[src/rtl/sis_pkg.sv]
package sis_pkg;
  // Trigger selection per interrupt line.
  typedef enum logic {
    TRIG_LEVEL = 1'b0,
    TRIG_FALL  = 1'b1
  } trig_e;
endpackage

[src/rtl/sis_sync.sv]
// Multi-stage synchronizer for a bus of independent asynchronous bits.
// Runs freely through reset so that strap levels are already settled
// when reset is released.
module sis_sync #(
  parameter int unsigned W      = 4,
  parameter int unsigned STAGES = 2
) (
  input  logic         clk_i,
  input  logic [W-1:0] din_i,
  output logic [W-1:0] dout_o
);
  localparam int unsigned CHAIN_W = W * STAGES;

  logic [CHAIN_W-1:0] chain_q;
  logic [CHAIN_W-1:0] chain_d;

  generate
    if (STAGES == 1) begin : g_one
      always_comb chain_d = din_i;
    end else begin : g_many
      always_comb chain_d = {chain_q[CHAIN_W-W-1:0], din_i};
    end
  endgenerate

  always_ff @(posedge clk_i) begin
    chain_q <= chain_d;
  end

  assign dout_o = chain_q[CHAIN_W-1 -: W];
endmodule

[src/rtl/sis_mode_capture.sv]
// Freezes the synchronized strap levels on the first edge after reset
// release and raises the run flag that arms detection.
module sis_mode_capture #(
  parameter int unsigned W = 4
) (
  input  logic         clk_i,
  input  logic         rst_n_i,
  input  logic [W-1:0] lvl_i,
  output logic         run_o,
  output logic [W-1:0] mode_o
);
  logic         run_q;
  logic         run_d;
  logic [W-1:0] mode_q;
  logic [W-1:0] mode_d;
  logic         cap_en;

  // Capture exactly once: only while run is still low.
  always_comb begin
    cap_en = ~run_q;
    run_d  = 1'b1;
    mode_d = lvl_i;   // bit i = level of line i, 1 = high
  end

  always_ff @(posedge clk_i or negedge rst_n_i) begin
    if (!rst_n_i) begin
      run_q  <= 1'b0;
      mode_q <= '0;
    end else if (cap_en) begin
      run_q  <= run_d;
      mode_q <= mode_d;
    end
  end

  assign run_o  = run_q;
  assign mode_o = mode_q;
endmodule

[src/rtl/sis_irq_line.sv]
// One interrupt line: falling-edge detector with sticky pending flag,
// or transparent level request, followed by the mask gate.
module sis_irq_line
  import sis_pkg::*;
(
  input  logic  clk_i,
  input  logic  rst_n_i,
  input  logic  run_i,
  input  logic  lvl_i,
  input  trig_e trig_i,
  input  logic  mask_i,
  input  logic  ack_i,
  output logic  pend_o,
  output logic  irq_o
);
  logic prev_q;
  logic prev_d;
  logic edge_q;
  logic edge_d;
  logic fall;
  logic lvl_req;

  always_comb begin
    // no detection until the run flag is up
    fall    = run_i & prev_q & ~lvl_i;
    lvl_req = run_i & ~lvl_i;
    prev_d  = lvl_i;
    if (run_i && trig_i == TRIG_FALL) begin
      // a new edge wins over a simultaneous acknowledge
      edge_d = (edge_q & ~ack_i) | fall;
    end else begin
      edge_d = 1'b0;
    end
  end

  always_ff @(posedge clk_i or negedge rst_n_i) begin
    if (!rst_n_i) begin
      prev_q <= 1'b1;
      edge_q <= 1'b0;
    end else begin
      prev_q <= prev_d;
      edge_q <= edge_d;
    end
  end

  // level lines bypass the pending latch
  assign pend_o = (trig_i == TRIG_FALL) ? edge_q : lvl_req;
  // mask only gates the output, never the pending state
  assign irq_o  = pend_o & ~mask_i;
endmodule

[src/rtl/sis_strap_irq_top.sv]
module sis_strap_irq_top
  import sis_pkg::*;
#(
  parameter int unsigned NUM_LINES   = 4,
  parameter int unsigned SYNC_STAGES = 2,
  parameter int unsigned WAKE_LINE   = 0
) (
  input  logic                 clk_i,
  input  logic                 rst_n_i,
  input  logic [NUM_LINES-1:0] pin_n_i,
  input  logic [NUM_LINES-1:0] mask_i,
  input  logic [NUM_LINES-1:0] trig_fall_i,
  input  logic [NUM_LINES-1:0] ack_i,
  input  logic                 stop_i,
  output logic [NUM_LINES-1:0] mode_o,
  output logic [NUM_LINES-1:0] pend_o,
  output logic [NUM_LINES-1:0] irq_o,
  output logic                 wake_o
);
  logic [NUM_LINES-1:0] lvl;
  logic                 run;

  // every pin is synchronized before use
  sis_sync #(
    .W      (NUM_LINES),
    .STAGES (SYNC_STAGES)
  ) sync_i (
    .clk_i  (clk_i),
    .din_i  (pin_n_i),
    .dout_o (lvl)
  );

  sis_mode_capture #(
    .W (NUM_LINES)
  ) cap_i (
    .clk_i   (clk_i),
    .rst_n_i (rst_n_i),
    .lvl_i   (lvl),
    .run_o   (run),
    .mode_o  (mode_o)
  );

  generate
    for (genvar i = 0; i < NUM_LINES; i++) begin : g_line
      sis_irq_line line_i (
        .clk_i   (clk_i),
        .rst_n_i (rst_n_i),
        .run_i   (run),
        .lvl_i   (lvl[i]),
        .trig_i  (trig_e'(trig_fall_i[i])),
        .mask_i  (mask_i[i]),
        .ack_i   (ack_i[i]),
        .pend_o  (pend_o[i]),
        .irq_o   (irq_o[i])
      );
    end
  endgenerate

  // wake ignores the mask and depends only on stop and the level
  assign wake_o = stop_i & ~lvl[WAKE_LINE];
endmodule

[config.mk]
export PLATFORM = sky130hd
export DESIGN_NAME = sis_strap_irq_top
export DESIGN_NICKNAME = d
export VERILOG_FILES = /design/src/rtl/sis_pkg.sv /design/src/rtl/sis_sync.sv /design/src/rtl/sis_mode_capture.sv /design/src/rtl/sis_irq_line.sv /design/src/rtl/sis_strap_irq_top.sv
export SDC_FILE = /design/constraint.sdc
export NUM_CORES = 1
export LEC_CHECK = 0
export BUFFER_PORTS_ARGS = -buffer_cell sky130_fd_sc_hd__buf_2
export CORE_MARGIN = 1
export CORE_UTILIZATION = 40
export DETAILED_ROUTE_END_ITERATION = 7
export PLACE_DENSITY_LB_ADDON = 0.08
export SETUP_SLACK_MARGIN = 0.2
export SLEW_MARGIN = 5
export SYNTH_ARGS = -nofsm -noshare
export SYNTH_HDL_FRONTEND = slang
export SYNTH_SLANG_ARGS = --single-unit
[constraint.sdc]
create_clock -name clk_i -period 1.5 [get_ports clk_i]
set_input_delay 0.15 -clock clk_i [delete_from_list [all_inputs] [get_ports clk_i]]
set_output_delay 0.15 -clock clk_i [all_outputs]
set_load 0.005 [all_outputs]
---- Word level (Yosys, flattened, before mapping) ----
Index checks and enable logic that the tools add are counted.
word-level totals
  register bits ........................... 21
  output and inout port bits .............. 13
  logic and storage cells ................. 60
cells by class
  muxes and demuxes ....................... 8
  bitwise logic cells ..................... 37
  reductions and logical operators ........ 4
operator list
  kind               count
  $and 1x1->1        21
  $not 1->1          12
  $mux 1             8
  $logic_and 1x1->1  4
  $or 1x1->1         4

---- Logic depth before layout (Yosys ltp) ----
  depth in word-level cells ............... 4
  depth in mapped cells ................... 4
  gate-level depth less buffers ........... 2

---- Hierarchy ----
Synthesis repeated with hierarchy kept, for this count alone.
second synthesis, totals
  cells, all modules ...................... 63
  area total of the unflattened synthesis .. 768.2 µm²
modules (own cells, without submodules)
  module             times used  cells each  area each (µm²)  seq. area each (µm²)
  sis_irq_line       4           10          97.6             51.3
  sis_sync           1           12          190.2            160.2
  sis_mode_capture   1           10          173.9            125.1
  sis_strap_irq_top  1           1           13.8             0.0

---- Worst setup path after synthesis ----
No wires, ideal clock.
  kind .................................... reg-to-output
  start ................................... reg cap_i.run_q (netlist: cap_i.run_o)
  end ..................................... out pend_o[2]
  arrival time ............................ 815 ps
  data required time ...................... 1350 ps
  path slack .............................. 535 ps
  stages on the path, launching flop included .. 5
  buffers on the path ..................... 2
  cell sequence ........................... dfrtp_1 -> buf_6 -> nand2b_4 -> o21ai_0 -> buf_4
on the way
  word-level cells in the longest chain between the ends .. 2
ends and longest elaborated chain
  item                    line                     text
  from (decl)             sis_mode_capture.sv:12   logic run_q;
  from (signal assigned)  sis_mode_capture.sv:30   run_q <= run_d;
  $and 1x1->1             sis_irq_line.sv:26       lvl_req = run_i & ~lvl_i;
  $mux 1                  sis_irq_line.sv:47       assign pend_o = (trig_i == TRIG_FALL) ? edge_q : lvl_req;
  to (decl)               sis_strap_irq_top.sv:16  output logic [NUM_LINES-1:0] pend_o,
No other way between the ends.

---- Worst setup path in the final report ----
  start ................................... reg cap_i.run_q (netlist: cap_i.run_o)
  end ..................................... out pend_o[1]
Same word-level chain as after synthesis.

==> results.toml <==
[run_status]
status = "complete, no violations"

[critical_path]
r2r_cells = 4
crit_arrival_ps = 1150
critPathKind = "reg2out"
r2r-end = "cap_i.mode_o[1]"
setup.worst_path.start = "cap_i.run_o"
worstSetupStartpointType = "flip-flop"
cp-end-kind = "primary output"
cp.required_ps = 1350
endpoint = "pend_o[1]"
r2r_start = "cap_i.run_o"
rrSetupSlack_ps = 260
cp_max_fo = 3

[final_layout]
final_cell_mix = "31 x buf_2, 8 x nand2b_1, 8 x nand2_1, 8 x dfrtp_1, 8 x dfxtp_1"
instances_no_fill = 139
utilization_pct = 59.5
fin_nets = 132
layout-drive-gt1-share_pct = 59.8
final_common_cell = "buf_2"
final_area_um2 = 1170
antenna_cells = 0
synthToLayoutAreaGrowth_pct = 39.5

[floorplanning]
die_height_um = 47.7
dieWidth_um = 47.7
coreArea_um2 = 1960
io-pin-count = 32
rows = 16
start_util_pct = 42.7
die_area_um2 = 2280

[clock_tree]
htree_levels = 1
clock_sinks = 21
worst_skew_pair.late_latency_ps = 300
cts_tree = "built"
clkTransAtPathRegs_ps = 120
root_buffer = "clkbuf_4"
cts_buffer_depth = 2
cts_made_buffers = 3

[timing]
rsz0062_at_grt = "yes"
fin_crit_sh_pct = 86.9
finClkSkew_ps = 2.57
fin_crit_ps = 1300
finalSetupTns_ps = 0
hold_viol_final = 0
slew_violations = 0
setup_viol = 0
max_freq_mhz = 767

[global_routing]
grt_start_max_net_pins = 14
grt_pass1_vias = 517
grt_pass1_wl_um = 2130
grtUsageTotal_pct = 14.0
grt_overflow = 0
antenna_found_initial = 0

[synth]
syn_area_um2 = 837
ys_ff_latch = 21
syn_inst = 72
ys_seq_area_share_pct = 58.6
yosys.area.top_type = "dfrtp_1"
synth_area_leaders = "dfrtp_1 27%, dfxtp_1 19%, dfstp_2 13%"
synth_top_area_share_pct = 26.9
ys_warn_count = 0
syn_nets = 91
synth.avg_cell_area_um2 = 11.6
synth_cell_types = 17

[power]
p_per_area_nw_per_um2 = 897
peakVddDrop_mv = 0.858
total_leakage_power_nw = 0.568

[drt]
wl_um = 1390
via_count = 614
drt_iter0_drc = 4
wl_per_cell_um = 10.0
drtPass1Iterations = 4
ant_nets = 0
viasPerCell = 4.42
drc = 0

[place]
hpwl_um = 937
dp.cells = 122
gp_congestion = 0.604
place_area_um2 = 962
port-buffer-count = 31

[worst_hold_path]
holdCritPathClass = "in2reg"

[job]
cap_violations = 0
per-stage QoR:
stage | hold WS (ps) | setup WS [ps] | power, mW
floorplan | -146 | 535 | 0.693
global placement | 58.0 | 371 | 0.739
detailed placement | 58.7 | 323 | 0.742
CTS | 68.2 | 195 | 1.04
global route | 67.5 | 125 | 1.11
finish | 77.5 | 196 | 1.05
state kept, by name (all words and copies together) (netlist names):
| signal | cells |
|---|---|
| cap_i.mode_o | 4 |
| sync_i.chain_q | 8 |
| g_line.line_i.prev_q | 4 |
| cap_i.run_o | 1 |
| g_line.line_i.edge_q | 4 |
final cells by class:
| cell class | count | area, um^2 |
|---|---|---|
| fillers | 183 | 795 |
| clock inverters | 1 | 7.51 |
| multi-input cells | 42 | 328 |
| well taps | 27 | 33.8 |
| repair buffers | 45 | 284 |
| clock buffers | 3 | 22.5 |
| flip-flops and latches | 21 | 492 |
power by group:
group / internal (mW) / switching [mW]
clock network: 0.102 / 0.172
logic: 0.0984 / 0.0564
registers: 0.600 / 0.0186
metal layers:
layer  vias up  global-route usage [%]  routed length [um]
met4         0                    3.33                   0
met1       283                    17.4                 619
met5         -                       0                   0
met2        22                    21.4                 663
met3         0                    7.92                 109
li1        309                       -                   -
Yosys cell counts (all sizes together):
library cell / n
nand2: 8
dfstp: 4
o21ai: 4
nand2b: 12
a21oi: 4
conb: 1
mux2: 4
dfxtp: 8
nor2b: 1
dfrtp: 9
or2: 4
o22ai: 4
buf: 9
timing repair:
item | 4_1_cts | 5_1_grt
endpoints found under the hold margin | 17 | 0
setup endpoints to repair | 8 | 8
pin swaps | 1 | 4
hold buffers | 5 | 0
gates resized for setup | 9 | 7
buffers inserted | 5 | 3
cell families (layout without fill, tap and decap cells):
kind of cell           Yosys count  in the layout  synth area share, %
AND/OR/NAND/NOR                 25             25                 17.5
buffers and inverters            9             49                 8.52
AO/OA/AOI/OAI                   12             12                 7.77
other                            1              1                0.448
flip-flops                      21             21                 58.6
multiplexers                     4              4                 7.18
worst min path at each step:
stage | start | endpoint | depth (start not counted)
2_1_floorplan | rst_n_i | cap_i.mode_o[0] | 0
3_3_place_gp | rst_n_i | g_line[3].line_i.edge_q | 1
3_5_place_dp | rst_n_i | g_line[3].line_i.edge_q | 1
4_1_cts | trig_fall_i[0] | g_line[0].line_i.edge_q | 3
5_1_grt | trig_fall_i[2] | g_line[2].line_i.edge_q | 3
6_report | trig_fall_i[2] | g_line[2].line_i.edge_q | 3
worst max-delay path, cell delays in order (launching register included):
cell and delay (ps):
dfrtp_2 420, buf_6 140, nand2b_4 50, o21ai_1 120
buf_2 120
Power figures use the tool's default switching activity.
